File: config.mk
export PLATFORM = sky130hd
export DESIGN_NAME = esf_oh_inserter
export DESIGN_NICKNAME = d
export VERILOG_FILES = /design/src/rtl/esf_pkg.sv /design/src/rtl/esf_frame_ctr.sv /design/src/rtl/esf_crc6.sv /design/src/rtl/esf_oh_inserter.sv
export SDC_FILE = /design/constraint.sdc
export NUM_CORES = 1
export LEC_CHECK = 0
export ABC_AREA = 0
export BUFFER_PORTS_ARGS = -buffer_cell sky130_fd_sc_hd__buf_2
export CAP_MARGIN = 15
export CORE_UTILIZATION = 62
export CTS_CLUSTER_DIAMETER = 200
export DETAILED_ROUTE_END_ITERATION = 16
export GPL_TIMING_DRIVEN = 0
export PLACE_DENSITY = 0.85
export SETUP_SLACK_MARGIN = 0.05
export SLEW_MARGIN = 40
export SYNTH_ARGS = -nofsm -noshare
export SYNTH_HDL_FRONTEND = slang
export SYNTH_SLANG_ARGS = --single-unit
File: constraint.sdc
create_clock -name clk -period 4.7 [get_ports clk]
set_input_delay 0.94 -clock clk [delete_from_list [all_inputs] [get_ports clk]]
set_output_delay 0.94 -clock clk [all_outputs]
set_load 0.05 [all_outputs]
File: src/rtl/esf_pkg.sv
package esf_pkg;
  localparam int FRAME_BITS = 193;
  localparam int MF_FRAMES  = 24;
  localparam int CRC_W      = 6;
  localparam logic [CRC_W-1:0] CRC_POLY = 6'b000011;
  localparam logic [5:0] ALIGN_SEQ = 6'b001011;

  typedef enum logic [1:0] {
    SLOT_PAYLOAD = 2'd0,
    SLOT_DLINK   = 2'd1,
    SLOT_CHECK   = 2'd2,
    SLOT_ALIGN   = 2'd3
  } slot_e;

  // frame_idx is zero-based: index 0 is frame 1
  function automatic slot_e classify(input logic is_first, input logic [4:0] frame_idx);
    if (!is_first)         return SLOT_PAYLOAD;
    else if (!frame_idx[0]) return SLOT_DLINK;
    else if (!frame_idx[1]) return SLOT_CHECK;
    else                    return SLOT_ALIGN;
  endfunction
endpackage

File: src/rtl/esf_frame_ctr.sv
module esf_frame_ctr #(
  parameter int FRAME_BITS = 193,
  parameter int MF_FRAMES  = 24,
  localparam int POS_W = $clog2(FRAME_BITS),
  localparam int FRM_W = $clog2(MF_FRAMES)
) (
  input  logic             clk,
  input  logic             rst_n,
  input  logic             adv,
  output logic [POS_W-1:0] pos,
  output logic [FRM_W-1:0] frame,
  output logic             is_first,
  output logic             mf_last
);
  localparam logic [POS_W-1:0] POS_MAX = POS_W'(FRAME_BITS - 1);
  localparam logic [FRM_W-1:0] FRM_MAX = FRM_W'(MF_FRAMES - 1);

  assign is_first = (pos == '0);
  assign mf_last  = (pos == POS_MAX) && (frame == FRM_MAX);

  always_ff @(posedge clk) begin
    if (!rst_n) begin
      pos   <= '0;
      frame <= '0;
    end else if (adv) begin
      if (pos == POS_MAX) begin
        pos   <= '0;
        frame <= (frame == FRM_MAX) ? '0 : frame + 1'b1;
      end else begin
        pos <= pos + 1'b1;
      end
    end
  end

  AST_POS_RANGE: assert property (@(posedge clk) disable iff (!rst_n)
    pos <= POS_MAX);
  AST_MF_WRAP: assert property (@(posedge clk) disable iff (!rst_n)
    adv && mf_last |=> pos == '0 && frame == '0);
  AST_HOLD_IDLE: assert property (@(posedge clk) disable iff (!rst_n)
    !adv |=> $stable(pos) && $stable(frame));
endmodule

File: src/rtl/esf_crc6.sv
module esf_crc6 #(
  parameter int W = 6,
  parameter logic [W-1:0] POLY = 6'b000011
) (
  input  logic         clk,
  input  logic         rst_n,
  input  logic         adv,
  input  logic         din,
  input  logic         close,
  output logic [W-1:0] held
);
  logic [W-1:0] run_q;
  logic [W-1:0] nxt;
  logic         fb;

  assign fb = run_q[W-1] ^ din;

  for (genvar i = 0; i < W; i++) begin : g_tap
    if (i == 0) begin : g_lsb
      assign nxt[i] = fb & POLY[i];
    end else begin : g_up
      assign nxt[i] = run_q[i-1] ^ (fb & POLY[i]);
    end
  end

  always_ff @(posedge clk) begin
    if (!rst_n) begin
      run_q <= '0;
      held  <= '0;
    end else if (adv) begin
      if (close) begin
        held  <= nxt;
        run_q <= '0;
      end else begin
        run_q <= nxt;
      end
    end
  end

  AST_CRC_CLEAR: assert property (@(posedge clk) disable iff (!rst_n)
    adv && close |=> run_q == '0);
  AST_HELD_STABLE: assert property (@(posedge clk) disable iff (!rst_n)
    !(adv && close) |=> $stable(held));
endmodule

File: src/rtl/esf_oh_inserter.sv
module esf_oh_inserter
  import esf_pkg::*;
(
  input  logic clk,
  input  logic rst_n,
  input  logic bit_tick,
  input  logic pl_valid,
  input  logic pl_data,
  output logic pl_ready,
  input  logic dl_valid,
  input  logic dl_bit,
  output logic dl_ready,
  output logic line_valid,
  output logic line_bit,
  output logic line_fbit,
  output logic line_mf_start
);
  localparam int POS_W = $clog2(FRAME_BITS);
  localparam int FRM_W = $clog2(MF_FRAMES);

  logic [POS_W-1:0] pos;
  logic [FRM_W-1:0] frame;
  logic             is_first, mf_last;
  logic [CRC_W-1:0] chk_word;
  logic [2:0]       grp;
  slot_e            slot;
  logic             pay_bit, oh_bit, out_bit, crc_in;

  esf_frame_ctr #(.FRAME_BITS(FRAME_BITS), .MF_FRAMES(MF_FRAMES)) u_ctr (
    .clk(clk), .rst_n(rst_n), .adv(bit_tick),
    .pos(pos), .frame(frame), .is_first(is_first), .mf_last(mf_last));

  esf_crc6 #(.W(CRC_W), .POLY(CRC_POLY)) u_crc (
    .clk(clk), .rst_n(rst_n), .adv(bit_tick), .din(crc_in),
    .close(mf_last), .held(chk_word));

  assign grp     = frame[4:2];
  assign slot    = classify(is_first, 5'(frame));
  assign pay_bit = pl_valid ? pl_data : 1'b1;

  always_comb begin
    unique case (slot)
      SLOT_DLINK: oh_bit = dl_valid ? dl_bit : 1'b1;
      SLOT_CHECK: oh_bit = chk_word[3'd5 - grp];
      SLOT_ALIGN: oh_bit = ALIGN_SEQ[3'd5 - grp];
      default:    oh_bit = 1'b1;
    endcase
  end

  assign out_bit  = is_first ? oh_bit : pay_bit;
  assign crc_in   = is_first ? 1'b1 : pay_bit;
  assign pl_ready = bit_tick & ~is_first;
  assign dl_ready = bit_tick & (slot == SLOT_DLINK);

  always_ff @(posedge clk) begin
    if (!rst_n) begin
      line_valid    <= 1'b0;
      line_bit      <= 1'b0;
      line_fbit     <= 1'b0;
      line_mf_start <= 1'b0;
    end else begin
      line_valid    <= bit_tick;
      line_bit      <= bit_tick & out_bit;
      line_fbit     <= bit_tick & is_first;
      line_mf_start <= bit_tick & is_first & (frame == '0);
    end
  end

  AST_READY_EXCL: assert property (@(posedge clk) disable iff (!rst_n)
    !(pl_ready && dl_ready));
  AST_DL_ODD: assert property (@(posedge clk) disable iff (!rst_n)
    dl_ready |-> is_first && !frame[0]);
  AST_TICK_LAT: assert property (@(posedge clk) disable iff (!rst_n)
    bit_tick |=> line_valid);
  AST_NO_TICK: assert property (@(posedge clk) disable iff (!rst_n)
    !bit_tick |=> !line_valid);
  AST_MF_IS_F: assert property (@(posedge clk) disable iff (!rst_n)
    line_mf_start |-> line_fbit && line_valid);
endmodule

==> impl_metrics.toml <==
[floorplan]
dieArea_sq_um = 2557
die_w_um = 50.57
ioPinCount = 13
initial_core_util_pct = 66.12
rows = 17
die_y_um = 50.57
core_area_sq_um = 2212

[power_and_ir_drop]
combPwrFrac_pct = 10.4
power.density_nw_per_um2 = 347.6
power_switching_uw = 141.9
power_frac_clock_pct = 45.0
power_leakage_uw = 0.0006815
seq_power_share_pct = 44.6
p_int_uw = 435.2
max-vdd-ir-drop_v = 0.0002714
p_sw_share_pct = 24.58

[global_routing]
grt_pass1_vias = 1251
grt_max_degree = 11
grt_antenna_before_repair = 0
grt_util_met2_pct = 48.44
grt_use_met3_pct = 10.00
grt_overflow = 0
grt_pass1_wl_mm = 5.382
grt.busiest_layer = "met2"
grt_util_met1_pct = 32.64
grt_usage_pct = 28.64

[cts]
cts_max_path_buffers = 2
cts_tree = "built"
cts-root-buf = "clkbuf_4"
cts.hold.buffers_added = 0
cts_resized = 0
numCtsBuffers = 5
cts.sinks = 29
insertion_delay_ns = 0.35
cts_setup_buffers = 0
cts-htree-levels = 2
cts.reportedPaths.clkPinSlew_ns = 0.10

[critical_path]
crit_end = "dl_ready"
critPathCaptureType = "output port"
cp.arrival_ns = 2.02
r2r-start = "u_ctr.pos[0]"
max_stage_delay_ns = 0.38
crit_family = "simple AND/OR/NAND/NOR gates"
path_cells = "inv_1 -> ha_1 -> nor4b_2 -> nand2_1 -> nor3b_1 -> buf_2"
crit_fanout = 6
r2r_setup_slack_ns = 2.84
reg2reg_to = "u_crc.held[1]"
crit_slowest_cell = "dfxtp_1"
critical_path_required_ns = 3.76
worstSetupStartpoint = "u_ctr.pos[0]"
ff2ff_path_depth = 7
path_buf_inv = 2
cp.depth = 6
startpoint_type = "flip-flop"
critPathKind = "flip-flop to output port"

[finish]
drive_above_1_share_pct = 16.39
syn_to_final_growth_pct = 13.52
nets = 194
final_cells = 211
antenna_cells = 0

[timing]
worst_pin_slew_ns = 0.4850
slew_headroom_pct = 67.66
setup_viol = 0
hold_viol_final = 0
max_freq_mhz = 338.0
grt_setup_unrepaired = "false"
post-route-min-period_ns = 2.959
min_period_over_period_pct = 62.96
drv_slew = 0
clock_skew_ns = 0.008786
fin_tns_setup_ns = 0

[route]
route.vias.total = 1295
drt_iter0_markers = 68
routedWlPerCell_um = 15.43
drt_wl_total_mm = 3.256
drt-vias-per-instance = 6.137
ant_nets = 0
drc = 0
first_pass_iters = 4

[synth]
synth.yosys.warnings = 0
synthCells = 163
yosys_register_bits = 29
synth_top_family_by_area = "simple AND/OR/NAND/NOR gates"
synth_adder_area_share_pct = 4.277
synthMuxAreaShare_pct = 6.843
avgSynthCellArea_sq_um = 8.973
ys_seq_area_share_pct = 39.69
synth_compound_area_share_pct = 9.752
synth_ff_type = "dfxtp_1"
synth_simple_gate_area_share_pct = 29.51
syn_area_sq_um = 1463
synth_edf_count = 0
synth_fp_nets = 175
ys_types = 40
synthXorXnorAreaFrac_pct = 5.389
ys_async_sr_fraction_pct = 0

[placed_design]
dpl.cell_count = 203
place_congestion = 0.8565
port_buffers = 12
post-dp-hpwl_mm = 2.157

[run_status]
outcome = "complete, no violations"

[run]
cap_violations = 0

[worst_hold_path]
hp-class = "flip-flop to flip-flop"
==> synth_stat cells, types with 2 or more instances <==
| cell | count | area, sq um |
|---|---|---|
| mux2i_1 | 10 | 100.1 |
| a211oi_1 | 2 | 15.01 |
| inv_1 | 9 | 33.78 |
| nand2b_1 | 7 | 43.79 |
| o21ai_0 | 2 | 10.01 |
| nor2_1 | 17 | 63.81 |
| ha_1 | 5 | 62.56 |
| a21oi_1 | 9 | 45.04 |
| buf_2 | 2 | 10.01 |
| and2_1 | 3 | 18.77 |
| xor2_1 | 8 | 70.07 |
| nor2b_1 | 5 | 31.28 |
| and3_1 | 5 | 31.28 |
| nand4_1 | 8 | 50.05 |
| nand3_1 | 11 | 55.05 |
| clkbuf_1 | 3 | 11.26 |
| dfxtp_1 | 29 | 580.6 |
| and4b_1 | 2 | 20.02 |
| nand2_1 | 5 | 18.77 |
==> worst register-to-register path: stages, from the launching register on <==
cell,delay (ns)
dfxtp_1,0.44
inv_1,0.07
ha_1,0.21
nor2b_1,0.13
buf_2,0.18
a32oi_1,0.36
nand3_1,0.15
a311oi_2,0.24
==> metrics by stage <==
| step | area [sq um] | hold slack (ns) | utilization, % | setup slack (ns) | power (uW) |
|---|---|---|---|---|---|
| after floorplan | 1463 | 0.4492 | - | 1.354 | 305.5 |
| after global placement | 1558 | 0.4596 | 70.42 | 1.819 | 318.9 |
| after detailed placement | 1558 | 0.4692 | 70.42 | 1.816 | 321.3 |
| after CTS | 1660 | 0.4859 | 75.06 | 1.743 | 576.4 |
| after global routing | 1660 | 0.5045 | 75.06 | 1.578 | 595.4 |
| final | 1660 | 0.4875 | 75.06 | 1.741 | 577.1 |
==> layer usage <==
layer  share of wire (%)  up-vias
met5                   0        -
met4                 1.6        0
met3                 4.9        4
met2                  50       40
met1                  44      639
li1                    -      612
==> layout make-up <==
class                      instances  area [sq um]
multi-input combinational        119         815.8
sequential                        29         580.6
fill                             172         551.8
clock inverter                     3         65.06
timing repair buffer              12         60.06
clock buffer                       5         37.54
tap                               28         35.03
inverter                           9         33.78
buffer                             6         32.53
==> sequential cells by signal (all words and copies together) (netlist names) <==
register and flops:
line_bit 1, line_fbit 1, line_mf_start 1, line_valid 1
u_crc.held 6, u_crc.run_q 6, u_ctr.frame 5, u_ctr.pos 8
==> placed cells by master, fill, tap and decap left out, drive strengths merged, types with 2 or more instances in the layout <==
cell    netlist  routed
o21ai         3       3
nand3        12      12
nand2b        7       7
nor3          2       2
clkbuf        3       8
xor2          8       8
a211oi        2       2
inv           9       9
a21oi         9       9
bufinv        0       2
ha            5       5
nand2         5       5
buf           3      15
and4b         2       2
nor2b         5       5
and2          3       3
mux2i        10      10
and3          5       5
nand4         8       8
and4          2       2
dfxtp        29      29
nor2         18      18
==> worst min path at each step <==
stage / from / to / slack [ns] / cells past startpoint
floorplan: u_crc.held[0] / u_crc.held[0] / 0.45 / 2
global placement: u_crc.held[0] / u_crc.held[0] / 0.46 / 2
detailed placement: u_crc.held[0] / u_crc.held[0] / 0.47 / 2
CTS: u_crc.held[0] / u_crc.held[0] / 0.49 / 2
global route: u_crc.held[0] / u_crc.held[0] / 0.50 / 2
finish: u_crc.held[0] / u_crc.held[0] / 0.49 / 2
==> kinds of logic after synthesis <==
family                     after synthesis
buffers and inverters                   15
AOI/OAI and AO/OA                       21
adders and majority gates                5
DFF                                     29
xor gates and xnor gates                 9
muxes                                   10
and+or+nand+nor                         74
==> power groups by stage <==
stage               clock network, uW  registers (uW)  logic, uW
finish                            260             258       59.8
global route                      273             258       64.2
CTS                               260             257       59.0
detailed placement                  0             263       58.3
global placement                    0             263       56.3
floorplan                           0             270       35.1
(Power assumes the default switching activity.)
